File: src/rtl/hcs_pkg.sv
package hcs_pkg;

  typedef enum logic [4:0] {
    S_IDLE, S_LOC_RD, S_ASG1, S_ACC_WR, S_ASG2, S_VLD, S_STR_CHK,
    S_RDY_WR, S_RDY_POLL, S_RDY_STS, S_LOAD, S_GO_WR, S_GO_POLL,
    S_END_STS, S_RSP0, S_RSP1, S_COPY, S_RET_WR, S_RET_POLL, S_RET_STS
  } seq_state_e;

  typedef enum logic [2:0] {K_NONE, K_READ, K_WRITE, K_POLL, K_HAND} step_kind_e;

  // register offsets inside one locality window (decoded by the device)
  localparam logic [11:0] OFS_LSTATE = 12'h000;
  localparam logic [11:0] OFS_LCTRL  = 12'h008;
  localparam logic [11:0] OFS_REQ    = 12'h040;
  localparam logic [11:0] OFS_STS    = 12'h044;
  localparam logic [11:0] OFS_GO     = 12'h04C;

  // step budgets in units
  localparam logic [11:0] U_ASSIGN = 12'd750;
  localparam logic [11:0] U_VALID  = 12'd1500;
  localparam logic [11:0] U_IDLECK = 12'd250;
  localparam logic [11:0] U_RDY    = 12'd200;
  localparam logic [11:0] U_RDYSTS = 12'd500;
  localparam logic [11:0] U_EXEC   = 12'd3500;
  localparam logic [11:0] U_ENDSTS = 12'd200;

endpackage

File: src/rtl/hcs_step_timer.sv
module hcs_step_timer #(
  parameter int CW = 32
) (
  input  logic          clk,
  input  logic          rst_n,
  input  logic          clr,
  input  logic [CW-1:0] limit,
  output logic          expired
);
  logic [CW-1:0] cnt_q;

  always_ff @(posedge clk or negedge rst_n) begin
    if (!rst_n)                cnt_q <= '0;
    else if (clr)              cnt_q <= '0;
    else if (cnt_q != '1)      cnt_q <= cnt_q + 1'b1;
  end

  assign expired = (cnt_q >= limit);
endmodule

File: src/rtl/hcs_len_unpack.sv
module hcs_len_unpack #(
  parameter int MIN_LEN = 6
) (
  input  logic [31:0] lo_word,
  input  logic [31:0] hi_word,
  output logic [31:0] len,
  output logic        too_short
);
  // bytes 2..5 of the buffer, most significant byte first
  assign len       = {lo_word[23:16], lo_word[31:24], hi_word[7:0], hi_word[15:8]};
  assign too_short = (len < 32'(MIN_LEN));
endmodule

File: src/rtl/hcs_sequencer.sv
module hcs_sequencer
  import hcs_pkg::*;
#(
  parameter int             AW           = 16,
  parameter int             SZ_W         = 16,
  parameter logic [AW-1:0]  BASE_ADDR    = '0,
  parameter logic [AW-1:0]  RSP_ADDR     = 16'h8000,
  parameter int             CYC_PER_UNIT = 1000,
  parameter int             MIN_RSP      = 6
) (
  input  logic            clk,
  input  logic            rst_n,
  input  logic            start_i,
  input  logic [SZ_W-1:0] cmd_size_i,
  input  logic [SZ_W-1:0] max_rsp_i,
  input  logic [SZ_W-1:0] cap_cmd_i,
  input  logic [SZ_W-1:0] cap_rsp_i,
  output logic            busy_o,
  output logic            done_o,
  output logic            err_o,
  output logic            tmo_o,
  output logic [31:0]     rsp_len_o,
  output logic            bus_valid_o,
  input  logic            bus_ready_i,
  output logic            bus_we_o,
  output logic [AW-1:0]   bus_addr_o,
  output logic [31:0]     bus_wdata_o,
  input  logic [31:0]     bus_rdata_i,
  output logic            ld_valid_o,
  input  logic            ld_ready_i,
  output logic            cp_valid_o,
  input  logic            cp_ready_i,
  output logic [31:0]     cp_len_o
);
  localparam int CNT_W = 32;

  seq_state_e state_q, state_d;
  logic [2:0]  loc_q;
  logic [31:0] w0_q, len_q;
  logic        done_q, err_q, tmo_q;

  // step descriptor
  step_kind_e  d_kind;
  logic        d_loc0, d_abs, d_is_err;
  logic [11:0] d_ofs, d_units;
  logic [AW-1:0] d_abs_addr;
  logic [7:0]  d_mask, d_exp;
  seq_state_e  d_next;

  always_comb begin
    d_kind = K_NONE; d_loc0 = 1'b0; d_abs = 1'b0; d_is_err = 1'b0;
    d_ofs = OFS_LSTATE; d_units = '0; d_abs_addr = RSP_ADDR;
    d_mask = 8'h01; d_exp = 8'h00; d_next = S_IDLE;
    case (state_q)
      S_LOC_RD:   begin d_kind = K_READ; d_loc0 = 1'b1; d_next = S_ASG1; end
      S_ASG1:     begin d_kind = K_POLL; d_mask = 8'h02; d_exp = 8'h02; d_units = U_ASSIGN;
                        d_next = (loc_q == 3'd0) ? S_STR_CHK : S_VLD; end
      S_ACC_WR:   begin d_kind = K_WRITE; d_ofs = OFS_LCTRL; d_next = S_ASG2; end
      S_ASG2:     begin d_kind = K_POLL; d_mask = 8'h02; d_exp = 8'h02; d_units = U_ASSIGN;
                        d_next = S_VLD; end
      S_VLD:      begin d_kind = K_POLL; d_mask = 8'h80; d_exp = 8'h80; d_units = U_VALID;
                        d_next = S_STR_CHK; end
      S_STR_CHK:  begin d_kind = K_POLL; d_ofs = OFS_GO; d_units = U_IDLECK; d_next = S_RDY_WR; end
      S_RDY_WR:   begin d_kind = K_WRITE; d_ofs = OFS_REQ; d_next = S_RDY_POLL; end
      S_RDY_POLL: begin d_kind = K_POLL; d_ofs = OFS_REQ; d_units = U_RDY; d_next = S_RDY_STS; end
      S_RDY_STS:  begin d_kind = K_POLL; d_ofs = OFS_STS; d_units = U_RDYSTS; d_is_err = 1'b1;
                        d_next = S_LOAD; end
      S_LOAD:     begin d_kind = K_HAND; d_next = S_GO_WR; end
      S_GO_WR:    begin d_kind = K_WRITE; d_ofs = OFS_GO; d_next = S_GO_POLL; end
      S_GO_POLL:  begin d_kind = K_POLL; d_ofs = OFS_GO; d_units = U_EXEC; d_next = S_END_STS; end
      S_END_STS:  begin d_kind = K_POLL; d_ofs = OFS_STS; d_units = U_ENDSTS; d_is_err = 1'b1;
                        d_next = S_RSP0; end
      S_RSP0:     begin d_kind = K_READ; d_abs = 1'b1; d_next = S_RSP1; end
      S_RSP1:     begin d_kind = K_READ; d_abs = 1'b1; d_abs_addr = RSP_ADDR + AW'(4);
                        d_next = S_COPY; end
      S_COPY:     begin d_kind = K_HAND; d_next = S_RET_WR; end
      S_RET_WR:   begin d_kind = K_WRITE; d_ofs = OFS_REQ; d_next = S_RET_POLL; end
      S_RET_POLL: begin d_kind = K_POLL; d_ofs = OFS_REQ; d_units = U_RDY; d_next = S_RET_STS; end
      S_RET_STS:  begin d_kind = K_POLL; d_ofs = OFS_STS; d_units = U_RDYSTS; d_is_err = 1'b1;
                        d_next = S_IDLE; end
      default:    ;
    endcase
  end

  // bus request
  assign bus_valid_o = (d_kind == K_READ) || (d_kind == K_WRITE) || (d_kind == K_POLL);
  assign bus_we_o    = (d_kind == K_WRITE);
  assign bus_wdata_o = bus_we_o ? 32'h1 : 32'h0;
  assign bus_addr_o  = d_abs ? d_abs_addr
                             : BASE_ADDR + AW'({(d_loc0 ? 3'd0 : loc_q), d_ofs});

  logic bus_acc, poll_hit, hand_fire;
  assign bus_acc   = bus_valid_o && bus_ready_i;
  assign poll_hit  = ((bus_rdata_i[7:0] & d_mask) == d_exp);
  assign ld_valid_o = (state_q == S_LOAD);
  assign cp_valid_o = (state_q == S_COPY);
  assign hand_fire = (ld_valid_o && ld_ready_i) || (cp_valid_o && cp_ready_i);

  // response length
  logic [31:0] unp_len;
  logic        unp_short;
  hcs_len_unpack #(.MIN_LEN(MIN_RSP)) u_unpack (
    .lo_word(w0_q), .hi_word(bus_rdata_i), .len(unp_len), .too_short(unp_short)
  );

  // per-step budget timer
  logic tmr_expired, tmr_clr;
  logic [CNT_W-1:0] budget;
  assign budget = CNT_W'(d_units) * CNT_W'(CYC_PER_UNIT);
  hcs_step_timer #(.CW(CNT_W)) u_timer (
    .clk(clk), .rst_n(rst_n), .clr(tmr_clr), .limit(budget), .expired(tmr_expired)
  );

  logic size_bad, end_done, end_err, end_tmo;
  assign size_bad = (cmd_size_i > cap_cmd_i) || (cap_rsp_i < max_rsp_i);

  always_comb begin
    state_d = state_q; end_done = 1'b0; end_err = 1'b0; end_tmo = 1'b0;
    if (state_q == S_IDLE) begin
      if (start_i) begin
        if (size_bad) end_err = 1'b1;
        else          state_d = S_LOC_RD;
      end
    end else begin
      case (d_kind)
        K_READ:  if (bus_acc) begin
                   if (state_q == S_RSP1 && unp_short) begin
                     end_err = 1'b1; state_d = S_IDLE;
                   end else state_d = d_next;
                 end
        K_WRITE: if (bus_acc) state_d = d_next;
        K_POLL:  if (bus_acc) begin
                   if (poll_hit) begin
                     state_d  = d_next;
                     end_done = (state_q == S_RET_STS);
                   end else if (tmr_expired) begin
                     if (state_q == S_ASG1) state_d = S_ACC_WR;
                     else begin
                       state_d = S_IDLE;
                       end_err = d_is_err;
                       end_tmo = !d_is_err;
                     end
                   end
                 end
        K_HAND:  if (hand_fire) state_d = d_next;
        default: state_d = S_IDLE;
      endcase
    end
  end

  assign tmr_clr = (state_d != state_q);

  always_ff @(posedge clk or negedge rst_n) begin
    if (!rst_n) begin
      state_q <= S_IDLE; loc_q <= '0; w0_q <= '0; len_q <= '0;
      done_q <= 1'b0; err_q <= 1'b0; tmo_q <= 1'b0;
    end else begin
      state_q <= state_d;
      done_q  <= end_done;
      err_q   <= end_err;
      tmo_q   <= end_tmo;
      if (bus_acc && state_q == S_LOC_RD) loc_q <= bus_rdata_i[4:2];
      if (bus_acc && state_q == S_RSP0)   w0_q  <= bus_rdata_i;
      if (bus_acc && state_q == S_RSP1)   len_q <= unp_len;
    end
  end

  assign busy_o    = (state_q != S_IDLE);
  assign done_o    = done_q;
  assign err_o     = err_q;
  assign tmo_o     = tmo_q;
  assign rsp_len_o = len_q;
  assign cp_len_o  = len_q;

  // outcomes are exclusive and never overlap a busy cycle
  a_r10_one_outcome: assert property (@(posedge clk) disable iff (!rst_n)
    $onehot0({done_o, err_o, tmo_o}));
  a_r10_idle_on_outcome: assert property (@(posedge clk) disable iff (!rst_n)
    (done_o || err_o || tmo_o) |-> !busy_o);
  // no bus traffic outside a transaction
  a_r1_quiet_when_idle: assert property (@(posedge clk) disable iff (!rst_n)
    !busy_o |-> !bus_valid_o);
  // stalled bus request holds still
  a_r12_bus_hold: assert property (@(posedge clk) disable iff (!rst_n)
    (bus_valid_o && !bus_ready_i) |=> (bus_valid_o && $stable(bus_addr_o)
                                       && $stable(bus_we_o) && $stable(bus_wdata_o)));
  // load request held until accepted
  a_r6_load_hold: assert property (@(posedge clk) disable iff (!rst_n)
    (ld_valid_o && !ld_ready_i) |=> ld_valid_o);
  // copy request and its length held until accepted
  a_r9_copy_hold: assert property (@(posedge clk) disable iff (!rst_n)
    (cp_valid_o && !cp_ready_i) |=> (cp_valid_o && $stable(cp_len_o)));
  // success implies a well-formed length
  a_r8_done_len: assert property (@(posedge clk) disable iff (!rst_n)
    done_o |-> (rsp_len_o >= 32'(MIN_RSP)));
endmodule

File: config.mk
export PLATFORM = sky130hd
export DESIGN_NAME = hcs_sequencer
export DESIGN_NICKNAME = d
export VERILOG_FILES = /design/src/rtl/hcs_pkg.sv /design/src/rtl/hcs_step_timer.sv /design/src/rtl/hcs_len_unpack.sv /design/src/rtl/hcs_sequencer.sv
export SDC_FILE = /design/constraint.sdc
export NUM_CORES = 1
export LEC_CHECK = 0
export ABC_CLOCK_PERIOD_IN_PS = 7000
export CORE_MARGIN = 2
export CORE_UTILIZATION = 47
export CTS_BUF_LIST = sky130_fd_sc_hd__clkbuf_4 sky130_fd_sc_hd__clkbuf_8
export CTS_CLUSTER_DIAMETER = 150
export CTS_CLUSTER_SIZE = 10
export DETAILED_ROUTE_END_ITERATION = 8
export MAX_ROUTING_LAYER = met4
export PLACE_DENSITY = 0.92
export SKIP_LAST_GASP = 1
export SLEW_MARGIN = 20
export SYNTH_ARGS = -nofsm -noshare
export SYNTH_HDL_FRONTEND = slang
export SYNTH_SLANG_ARGS = --single-unit
File: constraint.sdc
create_clock -name clk -period 7 [get_ports clk]
set_input_delay 1.4 -clock clk [delete_from_list [all_inputs] [get_ports clk]]
set_output_delay 1.4 -clock clk [all_outputs]
set_load 0.02 [all_outputs]
==> results of run 1 <==
-- cells in the mapped netlist (4+ instances only) --
master / count / area share
xnor2_1: 27 / 0.027
and4_1: 5 / 0.0050
nor3_1: 18 / 0.010
a21o_1: 7 / 0.0061
nand4_1: 17 / 0.012
buf_2: 7 / 0.0040
o31ai_1: 4 / 0.0035
inv_1: 102 / 0.044
nor3_2: 27 / 0.031
nor4_1: 9 / 0.0065
o211ai_1: 4 / 0.0035
clkbuf_1: 10 / 0.0043
buf_4: 77 / 0.067
o21a_1: 5 / 0.0043
dfrtp_1: 91 / 0.26
or3_1: 6 / 0.0043
a31oi_1: 6 / 0.0043
and3_1: 12 / 0.0086
xor2_1: 22 / 0.022
nand3_1: 25 / 0.014
nor2b_1: 14 / 0.010
buf_6: 5 / 0.0065
a21oi_1: 35 / 0.020
ha_1: 93 / 0.13
o21ai_0: 23 / 0.013
nand2_1: 42 / 0.018
nand2b_1: 11 / 0.0079
nor2_1: 45 / 0.019
fa_1: 30 / 0.069
mux2_2: 51 / 0.066
-- cells by family after synthesis --
family	after synthesis
AO/OA/AOI/OAI	132
XOR/XNOR	50
adder cells (fa/ha/maj)	123
buffers and inverters	208
flip-flops	91
multiplexers	52
other	1
AND/OR/NAND/NOR	259
-- power by group through the flow --
stage / Sequential (mW) / Clock [mW] / Combinational (mW)
final: 0.581 / 0.377 / 0.925
after global routing: 0.586 / 0.402 / 1.00
after CTS: 0.581 / 0.382 / 0.862
after floorplan: 0.587 / 0 / 0.544
after detailed placement: 0.589 / 0 / 0.803
after global placement: 0.587 / 0 / 0.774
-- flip-flops by register name (all words and copies together) (netlist names) --
signal	flops
cp_len_o	32
state_q	5
u_timer.cnt_q	32
loc_q	3
tmo_o	1
err_o	1
done_o	1
w0_q	16
-- per-layer routing --
layer	global-route usage	vias up	part of all wire
met5	-	-	0
met4	0.0947	0	0.031
met3	0.0386	70	0.058
met2	0.403	276	0.52
met1	0.277	3656	0.39
li1	-	3472	-
-- through the flow --
step / util / setup slack, ps / power (mW) / hold WS, ps / std cells
after floorplan: - / 35.9 / 1.13 / 487 / 955
after global placement: 0.589 / 3.24 / 1.36 / 505 / 1308
after detailed placement: 0.589 / -313 / 1.39 / 513 / 1308
after CTS: 0.613 / 16.8 / 1.82 / 537 / 1341
after global routing: 0.626 / -362 / 1.99 / 555 / 1353
final: 0.626 / -127 / 1.88 / 536 / 1353
-- final cells by class --
type                            count  area (um^2)  share of cell area
Clock inverter                      6         71.3             0.00632
Sequential cell                    91         2280               0.202
Timing Repair Buffer              258         2510               0.222
Inverter                          103          387              0.0343
Tap cell                          229          287              0.0254
Clock buffer                       10          131              0.0117
Multi-Input combinational cell    656         5610               0.498
-- worst max-delay path, delay by kind of cell, from the launching register on --
family	cells	cell delay [ps]
xor+xnor	1	90
simple gates	6	490
buf+inv	6	740
flops	1	450
compound gates	11	2630
fa+ha+maj	6	2620
-- placed cells by master, fill, tap and decap left out, types with 28 or more instances in the layout --
cell             synthesis  layout
a21oi_1                 35      28
buf_4                   77      68
clkdlybuf4s50_1          0     180
conb_1                   1      40
dfrtp_1                 91      87
fa_1                    30      30
ha_1                    93      92
inv_1                  102      98
mux2_2                  51      51
nand2_1                 42      40
nor2_1                  45      42
nor3_2                  27      28
-- worst paths after layout --
check | start | to | slack [ps] | cells past startpoint
min in group asynchronous | rst_n | state_q[0] | 840 | 1
hold / removal | loc_q[2] | loc_q[2] | 540 | 1
max in group asynchronous | rst_n | u_timer.cnt_q[24] | 5240 | 2
setup reg to reg | state_q[3] | u_timer.cnt_q[26] | -130 | 30
hold reg to reg | loc_q[2] | loc_q[2] | 540 | 1
setup / recovery | state_q[3] | u_timer.cnt_q[26] | -130 | 30
-- what timing repair did --
action | CTS | global route
setup endpoints to repair | 33 | 34
hold buffers | 0 | 0
buffers inserted | 16 | 10
pin swaps | 10 | 28
gates cloned | 1 | 2
gates resized for setup | 26 | 24
==> impl_metrics.env, run 1 <==
export IMPL_status="finished, violations left"
export IMPL_violations="setup timing"
export IMPL_fin_crit_sh=1.02
export IMPL_synth_fa_ha_area_frac=0.203
export IMPL_numCtsBuffers=9
export IMPL_cp_end_kind="flop"
export IMPL_num_rows=49
export IMPL_dieArea_mm2=0.0196
export IMPL_drt_initial_drc_count=510
export IMPL_max_clock_freq_mhz=140
export IMPL_detail_route_wirelength_um=23000
export IMPL_crit_arrival_ps=7390
export IMPL_ant_nets=0
export IMPL_syn_to_final_growth_pct=29.8
export IMPL_clk_latency_ps=380
export IMPL_leakagePower_nw=5.44
export IMPL_maxCapViolCount=0
export IMPL_design_area_mm2=0.0113
export IMPL_max_slew_worst_pin_slew_ps=708
export IMPL_clockRootBuffer="clkbuf_8"
export IMPL_antenna_found_initial=0
export IMPL_drt_wirelength_per_cell_um=17.0
export IMPL_setup_tns_ps=-3340
export IMPL_power_frac_clock=0.200
export IMPL_grt_pass1_wl_um=37100
export IMPL_hold_path_class="reg2reg"
export IMPL_place_hpwl_um=17600
export IMPL_setup_viol=32
export IMPL_synth_seq_area_share=0.262
export IMPL_grt_max_degree=82
export IMPL_clk_pin_slew_ps=100
export IMPL_die_x_um=140
export IMPL_num_antenna_cells=0
export IMPL_vias=7474
export IMPL_pin_count=222
export IMPL_viasPerCell=5.52
export IMPL_cp_max_fo=7
export IMPL_crit_top_cell="fa_1"
export IMPL_fin_ws_ps=-127
export IMPL_placed_area_mm2=0.0106
export IMPL_grt_util_all_layers=0.235
export IMPL_slowest_delay_ps=590
export IMPL_finalWeightedCongestion=0.951
export IMPL_pwr_share_seq=0.309
export IMPL_dr_pass1_iters=5
export IMPL_synth_compound_area_frac=0.108
export IMPL_min_period_ps=7130
export IMPL_cts_sinks=91
export IMPL_ys_types=82
export IMPL_grt_pass1_vias=7599
export IMPL_p_per_area_mw_per_mm2=167
export IMPL_die_h_um=140
export IMPL_yosys_warnings=0
export IMPL_slew_viol_final=0
export IMPL_portBuffers=181
export IMPL_synth_edff_count=0
export IMPL_netlist_instances=916
export IMPL_avgSynthCellArea_um2=9.48
export IMPL_synth_simple_area_share=0.175
export IMPL_switching_share=0.382
export IMPL_comb_power_share=0.491
export IMPL_core_mm2=0.0180
export IMPL_ys_seq_elements=91
export IMPL_nNetsFinal=1344
export IMPL_start_kind="flop"
export IMPL_fill_cells=1350
export IMPL_vdd_drop_max_v=0.000154
export IMPL_synth_flop_cell="dfrtp_1"
export IMPL_rsz0062_at_grt="true"
export IMPL_cp_required_ps=7260
export IMPL_synth_xor_area_frac=0.0513
export IMPL_criticalPathCategory="reg2reg"
export IMPL_clockBufferDepth=2
export IMPL_start_util=0.482
export IMPL_fin_worst_skew_ps=13.3
export IMPL_drc_errors=0
export IMPL_grt_overflow_total=0
export IMPL_crit_path_top_delay_cell="fa_1"
export IMPL_synthArstFlopShare=1.00
export IMPL_synthMuxAreaShare=0.0673
export IMPL_drive_above_1_share=0.207
export IMPL_htree_levels=3
export IMPL_p_int_mw=1.16
export IMPL_p_sw_mw=0.719
export IMPL_synth_top_family_by_area="adder cells"
export IMPL_hold_violations=0
export IMPL_syn_cell_area_mm2=0.00869
export IMPL_relSlewSlack=0.528
export IMPL_cts_tree="built"
Note: power is estimated with default switching activity, not from simulation.
==> run 2, diff against run 1 <==
Settings changed: CAP_MARGIN from default to 30.
==> results of run 2 <==
No change in the layout: final DEF, timing and power equal those of run 1.
==> run 3, diff against run 2 <==
Settings changed: CTS_CLUSTER_DIAMETER 150 to 60, HOLD_SLACK_MARGIN from default to 0.15, SKIP_CTS_REPAIR_TIMING from default to 1.
==> run 3 against run 2 <==
Net effect:
- the run still ends with setup timing left
- highest routed layer unchanged
- power is 0.43% higher
- critical path type unchanged
- routed wire length is 1.4% higher
- via count is 0.50% higher
- count of clock-buffer cells in the layout stayed put
- critical path depth is 1 lower
- clock skew hardly changed
- clock power is 1% lower
- critical endpoint unchanged
- register-to-register slack better by 60 ps
- combinational power is 1% higher
- final cell count is 0.30% lower
- largest power group unchanged
- core utilization is 0.29 points higher
- global-route usage is 0.64 points lower
- largest cell class unchanged
==> impl_metrics.env, run 3 (same netlist as run 1, synthesis figures left out) <==
export IMPL_status="finished, violations left"
export IMPL_violations="setup timing"
export IMPL_max_slew_worst_pin_slew_ps=709
export IMPL_design_area_mm2=0.0113
export IMPL_vdd_drop_max_v=0.000154
export IMPL_portBuffers=181
export IMPL_drt_wirelength_per_cell_um=17.3
export IMPL_grt_max_degree=82
export IMPL_cp_max_fo=8
export IMPL_fin_worst_skew_ps=13.2
export IMPL_hold_path_class="reg2reg"
export IMPL_die_x_um=140
export IMPL_leakagePower_nw=5.39
export IMPL_num_rows=49
export IMPL_max_clock_freq_mhz=142
export IMPL_fin_cells=1349
export IMPL_clockRootBuffer="clkbuf_8"
export IMPL_place_hpwl_um=17600
export IMPL_crit_top_cell="fa_1"
export IMPL_relSlewSlack=0.523
export IMPL_clockBufferDepth=2
export IMPL_dieArea_mm2=0.0196
export IMPL_drive_above_1_share=0.218
export IMPL_start_kind="flop"
export IMPL_numCtsBuffers=9
export IMPL_ant_nets=0
export IMPL_drc_errors=0
export IMPL_drt_initial_drc_count=590
export IMPL_start_util=0.482
export IMPL_min_period_ps=7060
export IMPL_viasPerCell=5.57
export IMPL_cp_end_kind="flop"
export IMPL_p_per_area_mw_per_mm2=167
export IMPL_cp_required_ps=7260
export IMPL_cts_tree="built"
export IMPL_dp_cells=1308
export IMPL_min_delay_start="loc_q[2]"
export IMPL_fin_ws_ps=-63.9
export IMPL_rsz0062_at_grt="true"
export IMPL_grt_overflow_total=0
export IMPL_mostFrequentLayoutCell="clkdlybuf4s50_1"
export IMPL_finalWeightedCongestion=0.951
export IMPL_placed_area_mm2=0.0106
export IMPL_maxCapViolCount=0
export IMPL_dr_pass1_iters=7
export IMPL_grt_pass1_vias=7399
export IMPL_grt_pass1_wl_um=36100
export IMPL_antenna_found_initial=0
export IMPL_critPathLaunch="state_q[0]"
export IMPL_clk_latency_ps=380
export IMPL_pin_count=222
export IMPL_clk_pin_slew_ps=100
export IMPL_core_mm2=0.0180
export IMPL_r2r_start="state_q[0]"
export IMPL_cts_sinks=91
export IMPL_slowest_delay_ps=550
export IMPL_crit_path_top_delay_cell="fa_1"
export IMPL_nNetsFinal=1340
export IMPL_die_h_um=140
export IMPL_fill_cells=1334
export IMPL_htree_levels=3
export IMPL_criticalPathCategory="reg2reg"
export IMPL_fin_crit_sh=1.01
export IMPL_slew_viol_final=0
export IMPL_vias=7511
export IMPL_layout_common_cells="clkdlybuf4s50_1, inv_1, ha_1"
export IMPL_num_antenna_cells=0
export IMPL_crit_arrival_ps=7320
export IMPL_syn_to_final_growth_pct=30.4
export IMPL_hold_violations=0
export IMPL_setup_viol=32
export IMPL_grt_util_all_layers=0.229
export IMPL_detail_route_wirelength_um=23300
run 3: critical path, delay by kind of cell, from the launching register on:
| kind | cells | cell delay [ps] |
|---|---|---|
| flip-flops | 1 | 510 |
| AND/OR/NAND/NOR | 5 | 600 |
| XOR/XNOR | 1 | 90 |
| buffers and inverters | 6 | 800 |
| AO/OA/AOI/OAI | 11 | 2380 |
| adder cells (fa/ha/maj) | 6 | 2530 |
run 3: final cells by class:
class / count / area [um^2] / area share
Multi-Input combinational cell: 656 / 5670 / 0.501
Sequential cell: 91 / 2280 / 0.202
Tap cell: 229 / 287 / 0.0253
Clock inverter: 6 / 71.3 / 0.00630
Clock buffer: 10 / 131 / 0.0116
Timing Repair Buffer: 254 / 2490 / 0.220
Inverter: 103 / 390 / 0.0345
run 3: final timing paths:
| path | endpoint | slack (ps) | cells past startpoint |
|---|---|---|---|
| setup / recovery | u_timer.cnt_q[26] | -60 | 29 |
| hold / removal | loc_q[2] | 530 | 1 |
| min in group asynchronous | state_q[0] | 840 | 1 |
| setup reg to reg | u_timer.cnt_q[26] | -60 | 29 |
| hold reg to reg | loc_q[2] | 530 | 1 |
| max in group asynchronous | u_timer.cnt_q[27] | 5220 | 2 |
run 3: per-stage QoR:
step | utilization | hold WS (ps) | setup WS (ps) | power [mW] | TNS (ps)
finish | 0.628 | 535 | -63.9 | 1.89 | -1370
global route | 0.628 | 555 | -298 | 2.00 | -8410
CTS | 0.600 | 537 | -369 | 1.77 | -10620
detailed placement | 0.589 | 513 | -313 | 1.39 | -8920
global placement | 0.589 | 505 | 3.24 | 1.36 | 0
floorplan | - | 487 | 35.9 | 1.13 | 0
run 3: power breakdown:
group	switching (mW)	leakage (nW)	internal [mW]	total (mW)
registers	0.0287	1.23	0.553	0.582
logic	0.490	4.06	0.446	0.936
clock network	0.201	0.0973	0.173	0.373
run 3: layer usage:
layer  global-route usage  part of all wire  vias to the layer above
met5                    -                 0                        -
met4               0.0805             0.029                        0
met3               0.0373             0.064                       71
met2                0.394              0.53                      342
met1                0.273              0.38                     3635
li1                     -                 -                     3463
